==> src/rtl/rsl_pkg.sv <==
package rsl_pkg;
    localparam int unsigned RSL_SR_W    = 8;
    localparam int unsigned RSL_LFSR_W  = 16;
    localparam int unsigned RSL_LOAD_W  = 4;
    localparam logic [15:0] RSL_TAPS    = 16'hD008;
    localparam logic [15:0] RSL_SEED    = 16'hACE1;

    typedef enum logic {
        SRC_LFSR = 1'b0,
        SRC_EXT  = 1'b1
    } bit_src_e;
endpackage

==> src/rtl/rsl_lfsr.sv <==
module rsl_lfsr #(
    parameter int unsigned W    = 16,
    parameter logic [W-1:0] TAPS = 16'hD008,
    parameter logic [W-1:0] SEED = 16'hACE1
) (
    input  logic         clk,
    input  logic         rst_n,
    input  logic         adv_i,
    output logic         bit_o,
    output logic [W-1:0] state_o
);
    typedef struct packed {
        logic [W-1:0] poly;
    } lfsr_st_t;

    lfsr_st_t st_d, st_q;
    logic     fb;

    always_comb begin
        st_d = st_q;
        fb   = ^(st_q.poly & TAPS);
        if (adv_i) begin
            st_d.poly = {st_q.poly[W-2:0], fb};
        end
    end

    always_ff @(posedge clk or negedge rst_n) begin
        if (!rst_n) begin
            st_q.poly <= SEED;
        end else begin
            st_q <= st_d;
        end
    end

    assign bit_o   = st_q.poly[W-1];
    assign state_o = st_q.poly;
endmodule

==> src/rtl/rsl_shifter.sv <==
module rsl_shifter #(
    parameter int unsigned W = 8
) (
    input  logic         clk,
    input  logic         rst_n,
    input  logic         shift_i,
    input  logic         bit_i,
    output logic [W-1:0] sr_o
);
    typedef struct packed {
        logic [W-1:0] chain;
    } sh_st_t;

    sh_st_t st_d, st_q;

    always_comb begin
        st_d = st_q;
        if (shift_i) begin
            st_d.chain = {st_q.chain[W-2:0], bit_i};
        end
    end

    always_ff @(posedge clk or negedge rst_n) begin
        if (!rst_n) begin
            st_q.chain <= '0;
        end else begin
            st_q <= st_d;
        end
    end

    assign sr_o = st_q.chain;
endmodule

==> src/rtl/rsl_fall_detect.sv <==
module rsl_fall_detect (
    input  logic clk,
    input  logic rst_n,
    input  logic lvl_i,
    output logic fall_o
);
    typedef struct packed {
        logic lvl;
    } fd_st_t;

    fd_st_t st_d, st_q;

    always_comb begin
        st_d     = st_q;
        st_d.lvl = lvl_i;
        fall_o   = st_q.lvl & ~lvl_i;
    end

    always_ff @(posedge clk or negedge rst_n) begin
        if (!rst_n) begin
            st_q.lvl <= 1'b0;
        end else begin
            st_q <= st_d;
        end
    end
endmodule

==> src/rtl/rnd_step_latch.sv <==
module rnd_step_latch #(
    parameter int unsigned SR_W   = rsl_pkg::RSL_SR_W,
    parameter int unsigned LFSR_W = rsl_pkg::RSL_LFSR_W,
    parameter int unsigned LOAD_W = rsl_pkg::RSL_LOAD_W,
    parameter logic [LFSR_W-1:0] TAPS = rsl_pkg::RSL_TAPS,
    parameter logic [LFSR_W-1:0] SEED = rsl_pkg::RSL_SEED
) (
    input  logic              clk,
    input  logic              rst_n,
    input  logic              shift_en_i,
    input  logic              step_clk_i,
    input  logic              ser_ovr_i,
    input  logic              ser_bit_i,
    output logic [SR_W-1:0]   held_o,
    output logic [LOAD_W-1:0] step_load_o
);
    import rsl_pkg::*;

    typedef struct packed {
        logic [SR_W-1:0] val;
    } hold_st_t;

    hold_st_t          hold_d, hold_q;
    bit_src_e          src_sel;
    logic              lfsr_bit;
    logic              new_bit;
    logic              strobe;
    logic [SR_W-1:0]   sr_w;
    logic [LFSR_W-1:0] lfsr_w;

    rsl_lfsr #(.W(LFSR_W), .TAPS(TAPS), .SEED(SEED)) u_lfsr (
        .clk     (clk),
        .rst_n   (rst_n),
        .adv_i   (shift_en_i),
        .bit_o   (lfsr_bit),
        .state_o (lfsr_w)
    );

    assign src_sel = ser_ovr_i ? SRC_EXT : SRC_LFSR;

    always_comb begin
        case (src_sel)
            SRC_EXT: new_bit = ser_bit_i;
            default: new_bit = lfsr_bit;
        endcase
    end

    rsl_shifter #(.W(SR_W)) u_shift (
        .clk     (clk),
        .rst_n   (rst_n),
        .shift_i (shift_en_i),
        .bit_i   (new_bit),
        .sr_o    (sr_w)
    );

    rsl_fall_detect u_fall (
        .clk    (clk),
        .rst_n  (rst_n),
        .lvl_i  (step_clk_i),
        .fall_o (strobe)
    );

    always_comb begin
        hold_d = hold_q;
        if (strobe) begin
            hold_d.val = sr_w;
        end
    end

    always_ff @(posedge clk or negedge rst_n) begin
        if (!rst_n) begin
            hold_q.val <= '0;
        end else begin
            hold_q <= hold_d;
        end
    end

    assign held_o      = hold_q.val;
    assign step_load_o = hold_q.val[LOAD_W-1:0];
endmodule

==> config.mk <==
export PLATFORM = sky130hd
export DESIGN_NAME = rnd_step_latch
export DESIGN_NICKNAME = d
export VERILOG_FILES = /design/src/rtl/rsl_pkg.sv /design/src/rtl/rsl_lfsr.sv /design/src/rtl/rsl_shifter.sv /design/src/rtl/rsl_fall_detect.sv /design/src/rtl/rnd_step_latch.sv
export SDC_FILE = /design/constraint.sdc
export NUM_CORES = 1
export LEC_CHECK = 0
export BUFFER_PORTS_ARGS = -buffer_cell sky130_fd_sc_hd__buf_2
export CORE_MARGIN = 10
export CORE_UTILIZATION = 45
export CTS_CLUSTER_DIAMETER = 200
export CTS_CLUSTER_SIZE = 8
export DETAILED_ROUTE_END_ITERATION = 8
export SYNTH_ARGS = -nofsm -noshare
export SYNTH_HDL_FRONTEND = slang
export SYNTH_SLANG_ARGS = --single-unit
==> constraint.sdc <==
create_clock -name clk -period 1.7 [get_ports clk]
set_input_delay 0.17 -clock clk [delete_from_list [all_inputs] [get_ports clk]]
set_output_delay 0.17 -clock clk [all_outputs]
set_load 0.05 [all_outputs]
==> results of run 1 <==
==> where the power goes <==
group	switching [W]	leakage (nW)	internal, W	total, W
sequential	0.000224	0.374	0.00117	0.00140
clock	0.000259	0.0413	0.000240	0.000498
combinational	0.000498	0.336	0.000455	0.000954
==> flip-flops by register name, indices dropped and copies added (netlist names) <==
name and count:
held_o 8, u_shift.sr_o 8, u_lfsr.state_o 16, u_fall.st_q 1
==> worst max-delay path, delay by kind of cell <==
kind / cells / cell delay (ns)
and+or+nand+nor: 3 / 0.61
buffers and inverters: 2 / 0.67
==> cell usage in the layout, fill, tap and decap left out <==
master and n:
buf_2 17, mux2_2 6, nand2_1 24, mux2_4 16, nor2_1 2, a21oi_1 2
clkbuf_4 5, dfstp_2 8, mux2i_1 1, xnor2_1 3, dlygate4sd3_1 2, buf_12 1
clkinv_2 1, clkbuf_8 2, nand2b_1 1, dfrtp_1 25, nor2b_1 1
==> timing repair <==
action                                 CTS  global route
endpoints found under the hold margin   26             0
hold buffers                             2             0
setup buffers                            0             0
==> kinds of logic (layout without fill, tap and decap cells) <==
kind of cell,after synthesis,after routing
flops,33,33
buf+inv,9,28
mux,23,23
simple gates,28,28
xor+xnor,3,3
compound gates,2,2
==> metrics by stage <==
| step | total power (W) | util | setup slack [ns] | area, um2 | cells |
|---|---|---|---|---|---|
| floorplan | 0.00218 | - | 0.627 | 1380 | 98 |
| global placement | 0.00234 | 0.482 | 0.726 | 1450 | 140 |
| detailed placement | 0.00237 | 0.482 | 0.699 | 1450 | 140 |
| CTS | 0.00289 | 0.512 | 0.525 | 1540 | 150 |
| global route | 0.00303 | 0.512 | 0.409 | 1540 | 150 |
| finish | 0.00285 | 0.512 | 0.519 | 1540 | 150 |
==> path summary, 6_finish.rpt <==
check                                     to  slack (ns)  cells after the start
max                                held_o[0]        0.52                      5
min                          u_shift.sr_o[0]        0.15                      3
max reg2reg                        held_o[0]        0.66                      3
min reg2reg                        held_o[5]        0.47                      2
max in group asynchronous          held_o[5]        0.84                      2
min in group asynchronous  u_lfsr.state_o[4]        0.41                      2
==> layer usage <==
metal  up-vias  GRT usage
li1        347          -
met1       348      0.111
met2        12      0.131
met3         2     0.0456
met4         0     0.0309
met5         -          0
==> area by class of cell <==
class / count / area, um2
clock buffers: 7 / 65.1
clock inverters: 1 / 5.00
fillers: 255 / 1470
multi-input cells: 56 / 464
flip-flops and latches: 33 / 836
well taps: 33 / 41.3
repair buffers: 20 / 125
==> metrics.csv, run 1 <==
metric,value,unit
synth_ff_type,dfrtp_1,
root_buffer,clkbuf_4,
syn-num-nets,104,
synth.top_cell.area_share,0.453,
startpoint,step_clk_i,
vias_per_cell,4.73,
grt_pass1_wl,3750,um
synth_top_family_by_area,multiplexers,
wirelength,2260,um
maxSlewHeadroom,0.541,
powerDensity,1850,nW/um2
syn_inst,98,
pin_count,18,
start_util,0.460,
crit_fanout,8,
core-area,3000,um2
timing.setup.tns,0,ns
wl_per_cell,15.1,um
startpoint_type,input port,
antenna_cells,0,
worstSetupEndpointType,flip-flop,
yosysMostFrequentCell,dfrtp_1,
drv_cap,0,
drtPass1Iterations,4,
rows,20,
dp_hpwl,1540,um
power_leakage,0.751,nW
fin_skew,0.00620,ns
clk_latency,0.33,ns
fp.dieW,75.4,um
num_vias,709,
r2r-start,u_fall.st_q,
synthTopCellsByCount,"dfrtp_1, nand2_1, mux2_4, dfstp_2, mux2_2",
slew_violations,0,
clk_pin_slew,0.10,ns
track_usage,0.0896,
synthSimpleGateAreaFrac,0.0798,
syn-cell-area,1380,um2
finalNetCount,122,
antenna_left,0,
synthTopCellsByArea,"dfrtp_1, mux2_4, dfstp_2",
yosysWarnings,0,
critical_path_class,in2reg,
port_buffers,17,
grt_overflow,0,
synth_area_leader_cell,dfrtp_1,
clk_path_buf_depth,2,
synth_xor_area_frac,0.0190,
setup_violations,0,
rsz0062_at_grt,no,
met2_length,1060,um
post_cts_resized,0,
crit_path_top_delay_cell,dlygate4sd3_1,
m1WireLength,1040,um
syn2layout_area_growth,11.3,%
status,completed,
grt_max_degree,34,
holdWs,0.148,ns
required,1.97,ns
layout-drive-gt1-share,0.479,
dr_wl_met3,146,um
synth_compound_gate_area_share,0.00725,
gp_congestion,0.686,
synthMuxAreaShare,0.230,
maxUsedRoutingLayer,met4,
cts_sinks,33,
synthArstFlopShare,1.00,
ys_ff_latch,33,
min_period,1.18,ns
fin_crit_sh,0.695,
worstMarginPinSlew,0.688,ns
cp_data_arrival_time,1.45,ns
synthDistinctLibCells,15,
syn_area_per_cell,14.1,um2
hold_path_class,in2reg,
cts_tree,yes,
crit_path_frequent_cell,nand2_1,
ir_drop,0.729,mV
drt_iter0_drc,56,
drcViolationCount,0,
grt_pass1_vias,772,
min_from,ser_bit_i,
finalHoldViolations,0,
cts_htree_levels,2,
fmax,0.847,GHz
crit_chain,dlygate4sd3_1 -> buf_2 -> nor2b_1 -> nand2_1 -> nand2_1,
yosysSeqAreaShare,0.606,
cts_buffers,5,
die_h,75.4,um
cp_slowest_stage_delay,0.53,ns
synth-edff-count,0,
dieArea,5680,um2
synth_fa_ha_area_frac,0,
antenna_found_initial,0,
Power figures use the tool's default switching activity.
==> inputs of run 2 (changes only) <==
- ABC_AREA: default -> 1
- clock period: 1.7 -> 1.1 ns (I/O delays scaled with it)
==> run 2 against run 1 <==
Effect of this change:
- clock-buffer cell count decreased by 2
- design area decreased by 0.16%
- critical path type is now reg2out
- register-to-register slack got worse by 0.51 ns
- largest power group unchanged
- via count increased by 29%
- sequential cell count unchanged
- sequential share of layout area increased by 0.089 points
- first-iteration DRC count decreased by 18%
==> metrics.csv, run 2 <==
metric,value,unit,change
grt_max_degree,34,,unchanged
final_common_cell,nand2_1,,was dfrtp_1
port_buffers,17,,unchanged
path_delay_family,flip-flops,,was buffers and inverters
setup_violations,0,,unchanged
grt_pass1_wl,3760,um,was 3750 um
antenna_found_initial,0,,unchanged
largest_reg_flops,16,,unchanged
num_vias,914,,was 709
startpoint_type,flip-flop,,was input port
fin_crit_sh,0.956,,
power,0.00300,W,was 0.00285 W
core-area,2830,um2,was 3000 um2
crit_chain,buf_4,,was dlygate4sd3_1 -> buf_2 -> nor2b_1 -> nand2_1 -> nand2_1
status,completed,,unchanged
finalHoldViolations,0,,unchanged
final_cell_mix,"nand2_1, o21ai_0, dfrtp_1, inv_1, buf_4",,"was dfrtp_1, nand2_1, buf_2, mux2_4, dfstp_2"
finalNetCount,168,,was 122
synth_ff_type,dfrtp_1,,unchanged
synth_area_leader_cell,dfrtp_1,,unchanged
cts_tree,yes,,unchanged
yosysMostFrequentCell,nand2_1,,was dfrtp_1
synth-edff-count,0,,unchanged
drtPass1Iterations,4,,unchanged
min_period,1.05,ns,
cts_buffers,5,,unchanged
antenna_left,0,,unchanged
start_util,0.484,,was 0.460
wirelength,2220,um,was 2260 um
dieArea,5650,um2,was 5680 um2
drt_iter0_drc,46,,was 56
synthArstFlopShare,1.00,,unchanged
grt_overflow,0,,unchanged
synthTopCellsByCount,"nand2_1, o21ai_0, dfrtp_1, inv_1, dfstp_2",,"was dfrtp_1, nand2_1, mux2_4, dfstp_2, mux2_2"
worstSetupEndpointType,output pin,,was flip-flop
drv_cap,0,,unchanged
required,0.99,ns,was 1.97 ns
fmax,0.951,GHz,
maxSlewHeadroom,0.731,,was 0.541
ir_drop,1.13,mV,was 0.729 mV
grt_pass1_vias,830,,was 772
crit_buf_inv,1,,was 2
yosysSeqAreaShare,0.611,,was 0.606
crit_path_top_delay_cell,dfrtp_1,,was dlygate4sd3_1
hold_path_class,in2reg,,unchanged
synthDistinctLibCells,14,,was 15
antenna_cells,0,,unchanged
clk_latency,0.33,ns,about the same
worstMarginPinSlew,0.404,ns,was 0.688 ns
clk_pin_slew,0.11,ns,was 0.10 ns
cts_htree_levels,2,,unchanged
clk_path_buf_depth,2,,unchanged
crit_fanout,3,,was 8
syn-num-nets,148,,was 104
drcViolationCount,0,,unchanged
cp_data_arrival_time,0.94,ns,was 1.45 ns
cp_slowest_stage_delay,0.41,ns,was 0.53 ns
rows,19,,was 20
die_h,75.2,um,was 75.4 um
slew_violations,0,,unchanged
critical_path_class,reg2out,,was in2reg
layout-drive-gt1-share,0.258,,was 0.479
vias_per_cell,4.71,,was 4.73
synth.top_cell.area_share,0.457,,was 0.453
cts_sinks,33,,unchanged
syn_area_per_cell,9.64,um2,was 14.1 um2
powerDensity,1960,nW/um2,was 1850 nW/um2
power_leakage,0.749,nW,was 0.751 nW
synthTopCellsByArea,"dfrtp_1, dfstp_2, nand2_1",,"was dfrtp_1, mux2_4, dfstp_2"
ys_ff_latch,33,,unchanged
yosysWarnings,0,,unchanged
gp_congestion,0.748,,was 0.686
track_usage,0.0886,,was 0.0896
holdWs,0.0585,ns,was 0.148 ns
fin_skew,0.00961,ns,was 0.00620 ns
wl_per_cell,11.4,um,was 15.1 um
syn_inst,142,,was 98
root_buffer,clkbuf_4,,unchanged
syn2layout_area_growth,12.1,%,was 11.3%
dp_hpwl,1510,um,was 1540 um
fp.dieW,75.2,um,was 75.4 um
rsz0062_at_grt,yes,,was no
pin_count,18,,unchanged
syn-cell-area,1370,um2,was 1380 um2
run 2: metrics by stage:
| stage | instances | utilization | worst slack [ns] | setup TNS [ns] | cell area (um2) |
|---|---|---|---|---|---|
| floorplan | 142 | - | 0.0862 | 0 | 1370 |
| global placement | 183 | 0.502 | 0.200 | 0 | 1420 |
| detailed placement | 183 | 0.502 | 0.156 | 0 | 1420 |
| CTS | 193 | 0.533 | -0.0169 | -0.0559 | 1510 |
| global route | 194 | 0.542 | -0.00905 | -0.0202 | 1530 |
| finish | 194 | 0.542 | 0.0481 | 0 | 1530 |
run 2: path summary, 6_finish.rpt:
kind / startpoint / end / slack [ns] / depth (start not counted)
max in group asynchronous: rst_n / u_lfsr.state_o[10] / 0.45 / 3
setup / recovery: held_o[0] / held_o[0] / 0.05 / 1
setup reg to reg: u_lfsr.state_o[15] / u_lfsr.state_o[0] / 0.15 / 5
hold / removal: shift_en_i / u_lfsr.state_o[6] / 0.06 / 2
min in group asynchronous: rst_n / u_shift.sr_o[0] / 0.32 / 3
hold reg to reg: u_lfsr.state_o[6] / u_lfsr.state_o[7] / 0.47 / 2
run 2: routing by layer:
layer	GRT usage	vias up	routed length, um
li1	-	474	-
met1	0.103	419	1040
met2	0.130	16	1000
met3	0.0407	5	128
met4	0.0557	0	48
met5	0	-	0
run 2: what timing repair did:
| item | 4_1_cts | 5_1_grt |
|---|---|---|
| setup endpoints to repair | 8 | 9 |
| buffers inserted | 0 | 1 |
| hold endpoints to repair | 26 | 0 |
| resized for setup | 4 | 13 |
| hold buffers | 2 | 0 |
run 2: report_power, final:
| part | total (W) | switching, W | leakage, nW | internal (W) |
|---|---|---|---|---|
| Sequential | 0.00159 | 0.000123 | 0.407 | 0.00147 |
| Combinational | 0.000757 | 0.000516 | 0.311 | 0.000241 |
| Clock | 0.000653 | 0.000412 | 0.0310 | 0.000241 |
run 2: final cells by class:
| cell class | instances | area [um2] |
|---|---|---|
| multi-input cells | 78 | 358 |
| repair buffers | 23 | 165 |
| flip-flops and latches | 33 | 836 |
| inverters | 21 | 81.3 |
| fillers | 255 | 1290 |
| well taps | 31 | 38.8 |
| clock inverters | 3 | 17.5 |
| clock buffers | 5 | 37.5 |
run 2: cell families (layout without fill, tap and decap cells):
logic type,count (synthesis),in the layout,share of synthesized area
AO/OA/AOI/OAI,32,32,0.125
XOR/XNOR,1,1,0.00640
buffers and inverters,31,52,0.128
flip-flops,33,33,0.611
AND/OR/NAND/NOR,45,45,0.130
==> inputs of run 3 (changes only) <==
--- a/config.mk
+++ b/config.mk
@@ -9,6 +9,6 @@
 export BUFFER_PORTS_ARGS = -buffer_cell sky130_fd_sc_hd__buf_2
 export CORE_MARGIN = 10
-export CORE_UTILIZATION = 45
-export CTS_CLUSTER_DIAMETER = 200
+export CORE_UTILIZATION = 40
+export CTS_CLUSTER_DIAMETER = 30
 export CTS_CLUSTER_SIZE = 8
 export DETAILED_ROUTE_END_ITERATION = 8
==> constraint.sdc (replaced) <==
create_clock -name clk -period 1.1 [get_ports clk]
set_input_delay 0.11 -clock clk [delete_from_list [all_inputs] [get_ports clk]]
set_output_delay 0.11 -clock clk [all_outputs]
set_load 0.1 [all_outputs]
==> run 3 against run 2 <==
Effect of this change:
- the run now ends with negative setup slack left
- design area grew 11%
- non-clock buffer count down 1
- sequential share of layout area is 4.6 points lower
- clock-buffer cell count up 1
- clock skew is 0.0028 ns lower
- hold slack hardly changed
- critical path type unchanged
- global-route usage shrank 0.57 points
- clock power shrank 6.3%
- maximum frequency is 7.0% lower
- worst setup slack got worse by 0.079 ns
- critical path depth unchanged
==> metrics.csv, run 3 (synthesis gave the netlist of run 2 again) <==
metric,value,unit,change
status,"finished, violations left",,was completed
violations,negative setup slack,,
regToRegSetupSlack,0.12,ns,was 0.15 ns
cts_tree,yes,,unchanged
cts_buffers,5,,unchanged
fmax,0.885,GHz,was 0.951 GHz
rsz0062_at_grt,yes,,unchanged
rows,21,,was 19
grt_busiest_layer,met2,,unchanged
antenna_left,0,,unchanged
fp.dieW,78.5,um,was 75.2 um
min_period,1.13,ns,was 1.05 ns
clk_latency,0.32,ns,was 0.33 ns
port_buffers,17,,unchanged
startpoint,held_o[1],,was held_o[0]
finalNetCount,167,,was 168
num-fill-cells,295,,was 255
startpoint_type,flip-flop,,unchanged
start_util,0.413,,was 0.484
timing.setup.tns,-0.167,ns,was 0 ns
cp_slowest_stage_delay,0.52,ns,was 0.41 ns
cts_setup_buffers,0,,unchanged
met2_usage,0.137,,was 0.130
globalRouteMet1Util,0.0867,,was 0.103
worst-r2r-cell-count,5,,unchanged
largest_reg_flops,16,,unchanged
track_usage,0.0828,,was 0.0886
crit_path_top_delay_cell,dfrtp_4,,was dfrtp_1
drt_iter0_drc,91,,was 46
slew_violations,0,,unchanged
crit_fanout,3,,unchanged
drcViolationCount,0,,unchanged
core-area,3310,um2,was 2830 um2
cp.depth,1,,unchanged
cts_sinks,33,,unchanged
fin_skew,0.00682,ns,was 0.00961 ns
critical_path_class,reg2out,,unchanged
clk_path_buf_depth,2,,unchanged
power_leakage,0.777,nW,was 0.749 nW
fin_cells,208,,was 194
dieArea,6160,um2,was 5650 um2
hold_path_class,in2reg,,unchanged
drtPass1Iterations,4,,unchanged
power,0.00350,W,was 0.00300 W
endpoint,held_o[1],,was held_o[0]
rr_endpoint,u_lfsr.state_o[0],,unchanged
placed_cells,198,,was 183
post_cts_resized,0,,was 4
clk_pin_slew,0.09,ns,was 0.11 ns
r2r-start,u_lfsr.state_o[15],,unchanged
maxSlewHeadroom,0.734,,was 0.731
drv_cap,0,,unchanged
grt_overflow,0,,unchanged
final_common_cell,nand2_1,,unchanged
worstSetupEndpointType,output pin,,unchanged
grtUsageMet3,0.0364,,was 0.0407
wl_per_cell,11.1,um,was 11.4 um
antenna_found_initial,0,,unchanged
antenna_cells,0,,unchanged
worstMarginPinSlew,0.399,ns,was 0.404 ns
root_buffer,clkbuf_4,,unchanged
grt_pass1_wl,4190,um,was 3760 um
cts_htree_levels,2,,unchanged
setup_violations,6,,was 0
final_cell_mix,"nand2_1, o21ai_0, inv_1, dfrtp_1, buf_12",,"was nand2_1, o21ai_0, dfrtp_1, inv_1, buf_4"
grt_max_degree,34,,unchanged
num_vias,937,,was 914
dp_hpwl,1720,um,was 1510 um
die_h,78.5,um,was 75.2 um
path_delay_family,flip-flops,,unchanged
gp_congestion,0.703,,was 0.748
ir_drop,0.523,mV,was 1.13 mV
syn2layout_area_growth,24.9,%,was 12.1%
crit_buf_inv,1,,unchanged
wirelength,2300,um,was 2220 um
fin_crit_sh,1.03,,was 0.956
powerDensity,2050,nW/um2,was 1960 nW/um2
cp_data_arrival_time,1.02,ns,was 0.94 ns
grt_pass1_vias,980,,was 830
required,0.99,ns,about the same
vias_per_cell,4.50,,was 4.71
finalHoldViolations,0,,unchanged
layout-drive-gt1-share,0.296,,was 0.258
fin_ws,-0.0305,ns,was 0.0481 ns
crit_chain,buf_12,,was buf_4
pin_count,18,,unchanged
holdWs,0.0582,ns,was 0.0585 ns
-- run 3: cell types whose count changed in the layout (fill, tap and decap cells not counted), sizes merged --
cell      previous run  this run
clkbuf               8         6
clkinvlp             1         0
buf                 18        20
-- run 3: metrics by stage --
stage / setup WS (ns) / area, um2 / utilization
floorplan: -0.0563 / 1390 / -
global placement: 0.201 / 1640 / 0.495
detailed placement: 0.124 / 1640 / 0.495
CTS: -0.0461 / 1710 / 0.516
global route: -0.0791 / 1710 / 0.516
finish: -0.0305 / 1710 / 0.516
-- run 3: how the worst min path moves through the flow --
stage                from           endpoint  slack, ns  cells past startpoint
6_report       shift_en_i  u_lfsr.state_o[6]       0.06                      2
4_1_cts        shift_en_i  u_lfsr.state_o[6]       0.05                      2
3_3_place_gp        rst_n          held_o[3]       0.15                      2
2_1_floorplan       rst_n          held_o[0]      -0.19                      0
5_1_grt        shift_en_i  u_lfsr.state_o[6]       0.06                      2
3_5_place_dp        rst_n          held_o[3]       0.16                      2
-- run 3: metal layers --
layer	vias to the layer above	wire length (um)	share of wire
met2	18	1110	0.48
met3	5	143	0.062
li1	471	-	-
met4	0	40	0.017
met1	443	1010	0.44
met5	-	0	0
-- run 3: layout make-up --
class	instances	area, um2	area share
clock buffer	6	41.3	0.0242
tap	46	57.6	0.0337
inverter	21	81.3	0.0476
multi-input combinational	78	358	0.209
timing repair buffer	22	308	0.180
sequential	33	853	0.499
clock inverter	2	10.0	0.00586
-- run 3: timing repair --
item                                    4_1_cts  5_1_grt
endpoints found under the setup margin        6        8
hold buffers                                  2        0
endpoints found under the hold margin        26        0
-- run 3: power breakdown --
group | switching (W) | internal [W]
Combinational | 0.000813 | 0.000426
Sequential | 0.000162 | 0.00149
Clock | 0.000369 | 0.000243
Total | 0.00134 | 0.00216
